<file path="src/rtl/acqlim_pkg.sv">
package acqlim_pkg;

    typedef enum logic [1:0] {
        ST_IDLE  = 2'd0,
        ST_RUN   = 2'd1,
        ST_ENDED = 2'd2
    } run_state_e;

    typedef enum logic [1:0] {
        LIM_NONE   = 2'd0,
        LIM_LIVE   = 2'd1,
        LIM_REAL   = 2'd2,
        LIM_EVENTS = 2'd3
    } lim_mode_e;

    localparam int CH_REAL = 0;
    localparam int CH_LIVE = 1;
    localparam int CH_EVT  = 2;
    localparam int NUM_CH  = 3;

endpackage

</file>
<file path="src/rtl/acqlim_channel.sv">
module acqlim_channel #(
    parameter int PRE_W = 16,
    parameter int CNT_W = 32
) (
    input  logic             clk,
    input  logic             rst_n,
    input  logic             clr_i,
    input  logic             inc_i,
    output logic [CNT_W-1:0] count_o
);

    logic tick;
    logic [CNT_W-1:0] count_q;

    generate
        if (PRE_W > 0) begin : g_pre
            logic [PRE_W-1:0] pre_q;
            always_ff @(posedge clk or negedge rst_n) begin
                if (!rst_n) begin
                    pre_q <= '0;
                end else if (clr_i) begin
                    pre_q <= '0;
                end else if (inc_i) begin
                    pre_q <= pre_q + 1'b1;
                end
            end
            assign tick = inc_i & (&pre_q);
        end else begin : g_direct
            assign tick = inc_i;
        end
    endgenerate

    always_ff @(posedge clk or negedge rst_n) begin
        if (!rst_n) begin
            count_q <= '0;
        end else if (clr_i) begin
            count_q <= '0;
        end else if (tick) begin
            count_q <= count_q + 1'b1;
        end
    end

    assign count_o = count_q;

    // a counter moves by at most one step per clock unless cleared
    assert_single_step_R3: assert property (@(posedge clk) disable iff (!rst_n)
        !clr_i |=> (count_o == $past(count_o) || count_o == $past(count_o) + 1'b1));

    // clearing always yields zero
    assert_clear_zero_R2: assert property (@(posedge clk) disable iff (!rst_n)
        clr_i |=> count_o == '0);

endmodule

</file>
<file path="src/rtl/acq_run_limiter.sv">
module acq_run_limiter
    import acqlim_pkg::*;
#(
    parameter int TICK_LOG2 = 16,
    parameter int HALF_W    = 16
) (
    input  logic                clk,
    input  logic                rst_n,
    input  logic                start_i,
    input  logic                stop_i,
    input  logic                suspend_i,
    input  logic [1:0]          mode_i,
    input  logic                hold_i,
    input  logic [HALF_W-1:0]   lim_lo_i,
    input  logic [HALF_W-1:0]   lim_hi_i,
    input  logic                dead_i,
    input  logic                evt_i,
    output logic                running_o,
    output logic                done_o,
    output logic [2*HALF_W-1:0] real_o,
    output logic [2*HALF_W-1:0] live_o,
    output logic [2*HALF_W-1:0] events_o
);

    localparam int CNT_W = 2 * HALF_W;

    run_state_e state_q, state_d;
    lim_mode_e  mode;
    logic       done_q, done_d;
    logic       count_en;
    logic       limit_hit;
    logic [CNT_W-1:0] limit_val;
    logic [CNT_W-1:0] sel_cnt;
    logic [NUM_CH-1:0] ch_inc;
    logic [NUM_CH-1:0][CNT_W-1:0] ch_cnt;

    assign mode      = lim_mode_e'(mode_i);
    assign limit_val = {lim_hi_i, lim_lo_i};

    // counting is allowed in RUN, or in ENDED when hold is off
    always_comb begin
        count_en = 1'b0;
        if (!suspend_i && !start_i) begin
            count_en = (state_q == ST_RUN) ||
                       ((state_q == ST_ENDED) && !hold_i);
        end
    end

    assign ch_inc[CH_REAL] = count_en;
    assign ch_inc[CH_LIVE] = count_en & ~dead_i;
    assign ch_inc[CH_EVT]  = count_en & evt_i;

    generate
        for (genvar gi = 0; gi < NUM_CH; gi++) begin : g_ch
            localparam int PW = (gi == CH_EVT) ? 0 : TICK_LOG2;
            acqlim_channel #(
                .PRE_W (PW),
                .CNT_W (CNT_W)
            ) u_ch (
                .clk     (clk),
                .rst_n   (rst_n),
                .clr_i   (start_i),
                .inc_i   (ch_inc[gi]),
                .count_o (ch_cnt[gi])
            );
        end
    endgenerate

    // choose one counter, then a single comparator
    always_comb begin
        sel_cnt   = '0;
        limit_hit = 1'b0;
        unique case (mode)
            LIM_NONE:   limit_hit = 1'b0;
            LIM_LIVE:   begin sel_cnt = ch_cnt[CH_LIVE]; limit_hit = (sel_cnt >= limit_val); end
            LIM_REAL:   begin sel_cnt = ch_cnt[CH_REAL]; limit_hit = (sel_cnt >= limit_val); end
            LIM_EVENTS: begin sel_cnt = ch_cnt[CH_EVT];  limit_hit = (sel_cnt >= limit_val); end
            default:    limit_hit = 1'b0;
        endcase
    end

    // next state and output decisions
    always_comb begin
        state_d = state_q;
        done_d  = 1'b0;
        if (start_i) begin
            state_d = ST_RUN;
        end else begin
            unique case (state_q)
                ST_IDLE:  state_d = ST_IDLE;
                ST_RUN: begin
                    if (!suspend_i && limit_hit) begin
                        state_d = ST_ENDED;
                        done_d  = 1'b1;
                    end else if (stop_i) begin
                        state_d = ST_ENDED;
                    end
                end
                ST_ENDED: state_d = ST_ENDED;
                default:  state_d = ST_IDLE;
            endcase
        end
    end

    // state register
    always_ff @(posedge clk or negedge rst_n) begin
        if (!rst_n) begin
            state_q <= ST_IDLE;
        end else begin
            state_q <= state_d;
        end
    end

    // registered outputs
    always_ff @(posedge clk or negedge rst_n) begin
        if (!rst_n) begin
            done_q <= 1'b0;
        end else begin
            done_q <= done_d;
        end
    end

    assign running_o = (state_q == ST_RUN);
    assign done_o    = done_q;
    assign real_o    = ch_cnt[CH_REAL];
    assign live_o    = ch_cnt[CH_LIVE];
    assign events_o  = ch_cnt[CH_EVT];

    // done appears only as the run drops
    assert_done_on_exit_R8: assert property (@(posedge clk) disable iff (!rst_n)
        done_o |-> (!running_o && $past(running_o)));

    // done never lasts two cycles
    assert_done_single_R8: assert property (@(posedge clk) disable iff (!rst_n)
        done_o |=> !done_o);

    // unlimited mode never leaves RUN without a strobe
    assert_unlimited_stays_R6: assert property (@(posedge clk) disable iff (!rst_n)
        (running_o && mode_i == 2'd0 && !stop_i) |=> running_o);

    // suspend freezes every counter
    assert_suspend_freeze_R10: assert property (@(posedge clk) disable iff (!rst_n)
        (suspend_i && !start_i) |=> ($stable(real_o) && $stable(live_o) && $stable(events_o)));

    // suspended run is not ended by its limit
    assert_suspend_keeps_run_R10: assert property (@(posedge clk) disable iff (!rst_n)
        (running_o && suspend_i && !stop_i) |=> running_o);

    // held counters freeze after the run
    assert_hold_freeze_R11: assert property (@(posedge clk) disable iff (!rst_n)
        (!running_o && hold_i && !start_i) |=> ($stable(real_o) && $stable(live_o) && $stable(events_o)));

    // a stop strobe ends the run unless start accompanies it
    assert_stop_ends_R9: assert property (@(posedge clk) disable iff (!rst_n)
        (running_o && stop_i && !start_i) |=> !running_o);

    // start always leads into RUN
    assert_start_runs_R2: assert property (@(posedge clk) disable iff (!rst_n)
        start_i |=> (running_o && !done_o));

endmodule

</file>
<file path="config.mk">
export PLATFORM = sky130hd
export DESIGN_NAME = acq_run_limiter
export DESIGN_NICKNAME = d
export VERILOG_FILES = /design/src/rtl/acqlim_pkg.sv /design/src/rtl/acqlim_channel.sv /design/src/rtl/acq_run_limiter.sv
export SDC_FILE = /design/constraint.sdc
export NUM_CORES = 1
export LEC_CHECK = 0
export BUFFER_PORTS_ARGS = -buffer_cell sky130_fd_sc_hd__buf_4
export CORE_UTILIZATION = 62
export CTS_CLUSTER_DIAMETER = 60
export DETAILED_ROUTE_END_ITERATION = 10
export PLACE_DENSITY = 0.86
export SYNTH_ARGS = -nofsm -noshare
export SYNTH_HDL_FRONTEND = slang
export SYNTH_SLANG_ARGS = --single-unit
</file>
<file path="constraint.sdc">
create_clock -name clk -period 4.8 [get_ports clk]
set_input_delay 0.48 -clock clk [delete_from_list [all_inputs] [get_ports clk]]
set_output_delay 0.48 -clock clk [all_outputs]
set_load 0.05 [all_outputs]
</file>
# Word level (Yosys, flattened, before mapping)
# Cells that the tools add are included.
[word_totals]
word_cells = 60
ff_bits = 131
[classes]
n_addsub = 5
n_reduce_logical = 15
mux = 19
magnitude_cmp = 3
n_eq_ne = 6
bitwise = 5
[ops]
columns = ["op", "n"]
rows = [
  ["2-to-1 mux 32 bit", 6],
  ["adder 32 x 1 -> 32 bit, second input constant", 3],
  [">= comparator 32 bit", 3],
  ["2-to-1 mux 16 bit", 4],
  ["adder 16 x 1 -> 16 bit, second input constant", 2],
  ["AND reduction 16 bit", 2],
  ["nonzero test 2 bit", 5],
  ["== test 2 bit, second input constant", 3],
  ["2-to-1 mux 2 bit", 3],
  ["AND 1 bit", 4],
  ["== test 2 x 1 -> 1 bit, second input constant", 2],
  ["2-to-1 mux 1 bit", 4],
  ["inequality test 4 x 3 -> 1 bit, second input constant", 1],
  ["case mux 1 bit (4 select lines)", 1],
  ["case mux 2 bit (2 select lines)", 1],
  ["logical AND 1 bit", 3],
  ["logical NOT 1 bit", 3],
  ["logical NOT 2 bit", 1],
  ["logical OR 1 bit", 1],
  ["NOT 1 bit", 1],
]

# Logic depth before layout (Yosys ltp)
[logic_depth]
depth_word = 8
ltp_mapped = 11

# Cells and area by module
# Synthesis repeated with hierarchy kept, for this count alone.
[hier_totals]
hier_cells = 1058
hier_area_um2 = 9480.3
[modules_own_cells]
columns = ["mod", "cells_each", "area_per_inst_um2", "n_inst", "seq_area_each_um2"]
rows = [
  ["acqlim_channel (g_ch[0].u_ch ...)", 291, 2723.9, 2, 1201.2],
  ["acq_run_limiter", 300, 2352.3, 1, 75.1],
  ["acqlim_channel (g_ch[2].u_ch)", 176, 1680.4, 1, 800.8],
]

# Least setup slack after synthesis
# Ideal clock, no wire load.
[synth_path]
path_kind = "register -> register"
start = "register state_q[1]"
end = "register g_ch[0].u_ch.count_q[31]"
arrival_time_ns = 3.140
path_slack_ns = 1.582
required_time_ns = 4.722
setup_time_ns = 0.078
synth_period_minus_slack_ns = 3.218
stages_incl_launch_ff = 10
n_path_buf = 1
path_cell_list = "dfrtp_1 inv_1 ha_1 o21ai_2 or4_4 buf_6 or4_4 or3_4 or3_1 a21oi_1"
[synth_rtl]
columns = ["item", "line", "rtl"]
rows = [
  ["start: declaration", "acq_run_limiter.sv:27", "run_state_e state_q, state_d;"],
  ["start signal: assignment", "acq_run_limiter.sv:110", "state_q <= state_d;"],
  ["== test 2 x 1 -> 1 bit", "n/a", ""],
  ["net running_o", "acq_run_limiter.sv:18", "output logic running_o,"],
  ["logical OR 1 bit", "acq_run_limiter.sv:44", "count_en = (state_q == ST_RUN) ||"],
  ["2-to-1 mux 1 bit", "acq_run_limiter.sv:43", "if (!suspend_i && !start_i) begin"],
  ["AND 1 bit", "acqlim_channel.sv:27", "assign tick = inc_i & (&pre_q);"],
  ["nonzero test 2 bit (no source line)", "n/a", ""],
  ["end signal: assignment", "acqlim_channel.sv:39", "count_q <= count_q + 1'b1;"],
  ["end: declaration", "acqlim_channel.sv:13", "logic [CNT_W-1:0] count_q;"],
]
# The timed path passes the listed nets, and every way through them passes these cells.
# A chain may end at the register's enable or synchronous reset.

# Final worst setup path
[layout_path]
start = "register state_q[0]"
end = "register g_ch[0].u_ch.count_q[30]"
[layout_via]
elab_chain_len = 6
[layout_rtl]
columns = ["item", "line", "rtl"]
rows = [
  ["== test 2 bit", "acq_run_limiter.sv:45", "((state_q == ST_ENDED) && !hold_i);"],
  ["logical AND 1 bit", "acq_run_limiter.sv:45", ""],
  ["logical OR 1 bit (*)", "acq_run_limiter.sv:44", ""],
  ["2-to-1 mux 1 bit (*)", "acq_run_limiter.sv:43", ""],
  ["AND 1 bit (*)", "acqlim_channel.sv:27", ""],
  ["nonzero test 2 bit (no source line) (*)", "n/a", ""],
]
# Every way passes the cells marked *; elsewhere a longest branch is shown, timed or not.

==> results.ini <==
[timing]
max_freq_ghz=0.310
fin_skew_ns=0.0111
max_slew_margin_pct=46.7
fin_crit_ns=3.22
rsz0062_at_grt=no
setup_viol=0
fin_crit_sh_pct=67.2
worst_pin_slew_ns=0.800
fin_setup_tns_ns=0
hold_violations=0
slew_violations=0

[global_route]
grt_max_degree=75
antenna_found_initial=0
grt_pass1_wl_um=36300
track_usage_pct=32.8
grt.overflow.total=0
grt_pass1_vias=7320

[worst_setup_path]
cp-end-kind=flip-flop
reg2reg_to=g_ch[0].u_ch.count_o[30]
reg2regPathDepth=9
regToRegSetupSlack_ns=1.58
cp.arrival_ns=3.56
worst_ep_required_time_ns=5.14
critical_path_class=reg2reg
cp_max_fo=8
reg2reg_from=state_q[0]
start_kind=flip-flop

[routing]
drtIter0Drc=564
wire_per_inst_um=17.5
drt-total-wl_um=22200
dr.pass1.iters=5
drc=0
vias=7649
drt.antenna.violating_nets=0
via_per_inst=6.03

[cts]
clock-sinks=131
cts.clk_slew.worst_paths_ns=0.06
postCtsResizedCells=0
ctsHoldBuffers=1
clk_latency_ns=0.43
cts_buffers=17
cts_setup_buffers=0
ctsLongestPathBuffers=2
h-tree-depth=4
cts_tree=done
clockRootBuffer=clkbuf_16

[finish]
fin_cells=1268
final_util_pct=77.6
postLayoutCellArea_um2=10400
area_growth_pct=21.1
diodes=0
fin_nets=1225
layout-drive-gt1-share_pct=17.3
fillerInstances=928

[placement]
hpwlAfterDp_um=16000
port_buffers=139
gp_congestion=0.888
dp_cells=1236
place_area_um2=9760

[floorplan]
dieArea_um2=14300
row_count=42
die_w_um=119
core_um2=13300
die_y_um=119
ios=140
start_util_pct=64.0

[synth]
synthCells=935
syn_nets=1080
yosys_warnings=0
netlist_area_um2=8550
synth-async-reset-ratio_pct=100
ys_ff_latch=131
synth_flop_cell=dfrtp_1
synth_area_per_cell_um2=9.14
synth-edff-count=0
yosysSeqAreaShare_pct=38.3
synth_cell_types=51

[hold_path]
min_to=g_ch[1].u_ch.g_pre.pre_q[1]
hold_depth=4
hp-class=in2reg
hold_start=dead_i

[power]
p_leak_uw=0.00525
ir_drop_mv=0.205
power_density_nw_per_um2=251

[status]
status=finished clean

[job]
maxCapViolations=0

-- synthesized netlist by cell type (all sizes together), types with 4 or more instances --
cell type  count  share of area, %
nand4         42               3.1
nand2         61               2.7
or2            5              0.37
xor2          64               6.6
and4           7              0.72
a21o          22               1.9
or3           20               1.5
o21ai         35               2.1
a21oi         44               2.6
and3          25               1.9
mux2i          6              0.70
ha           103                15
nand2b         6              0.44
a211oi         9              0.79
xnor2         38               3.9
nand3         40               2.4
dfrtp        131                38
nor2         148               6.7
inv           57               2.5
o2111ai        4              0.41
nor3          14              0.82
clkbuf        15              0.66
nor4           6              0.69
-- registers in the layout, summed over array words and instances (netlist names) --
signal                 flops
g_ch.u_ch.count_o         96
done_o                     1
g_ch.u_ch.g_pre.pre_q     32
state_q                    2
-- metrics by stage --
| step | hold slack (ns) | setup WS [ns] | total power, uW |
|---|---|---|---|
| after global placement | 0.421 | 1.77 | 1310 |
| after floorplan | 0.184 | 1.58 | 1230 |
| after global routing | 0.399 | 1.39 | 2670 |
| final | 0.387 | 1.58 | 2600 |
| after detailed placement | 0.435 | 1.70 | 1310 |
| after CTS | 0.376 | 1.64 | 2600 |
-- report_power, final --
part / switching [uW] / total [uW] / internal, uW
combinational: 121 / 183 / 62.8
clock: 516 / 1300 / 789
sequential: 4.42 / 1110 / 1110
total: 641 / 2600 / 1960
-- final cells by class --
type / instances / area, um2 / area share (%)
inverter: 57 / 214 / 2.07
clock inverter: 12 / 133 / 1.28
multi-input combinational: 729 / 4970 / 48.0
tap: 176 / 220 / 2.13
timing repair buffer: 144 / 1080 / 10.5
sequential: 131 / 3280 / 31.7
clock buffer: 19 / 453 / 4.37
-- worst max-delay path by stage --
stage / startpoint / slack, ns / endpoint
2_1_floorplan: state_q[1] / 1.58 / g_ch[0].u_ch.count_o[31]
3_3_place_gp: lim_lo_i[9] / 1.77 / state_q[1]
3_5_place_dp: lim_lo_i[9] / 1.70 / state_q[1]
4_1_cts: state_q[0] / 1.64 / g_ch[0].u_ch.count_o[30]
5_1_grt: state_q[0] / 1.39 / g_ch[0].u_ch.count_o[30]
6_report: state_q[0] / 1.58 / g_ch[0].u_ch.count_o[30]
-- cell families after synthesis --
| logic type | after synthesis | share of synthesized area (%) |
|---|---|---|
| simple gates | 388 | 22.6 |
| mux | 7 | 0.834 |
| fa+ha+maj | 103 | 15.1 |
| buf+inv | 75 | 3.47 |
| flops | 131 | 38.3 |
| xor+xnor | 102 | 10.5 |
| compound gates | 129 | 9.25 |
-- layer usage --
layer,GRT usage [%],up-vias,wire length (um)
met2,52.8,334,10600
met3,6.99,56,1500
met1,42.6,3694,9490
met5,0,-,0
li1,-,3565,-
met4,14.6,0,643
-- cell usage in the layout, fill, tap and decap left out, types with 6 or more instances in the layout --
cell,count
xor2_1,64
buf_4,143
inv_1,57
dfrtp_1,131
nand3_1,39
nand2_1,61
o21ai_0,34
and3_1,24
nor3_1,14
xnor2_1,38
a21o_1,22
or3_1,19
mux2i_1,6
a21oi_1,44
and4_1,7
nand4_1,42
nand2b_1,6
a211oi_1,9
clkbuf_16,17
ha_1,103
nor2_1,147
-- worst max-delay path, cell delays in order (launching register included) --
cell     delay, ns
dfrtp_1       0.41
inv_1         0.07
ha_1          0.16
and2b_1       0.21
o21ai_2       0.11
or4_4         0.64
nor4_2        0.52
nand4_1       0.39
or3_1         0.44
a21oi_1       0.17
Power figures use the tool's default switching activity.
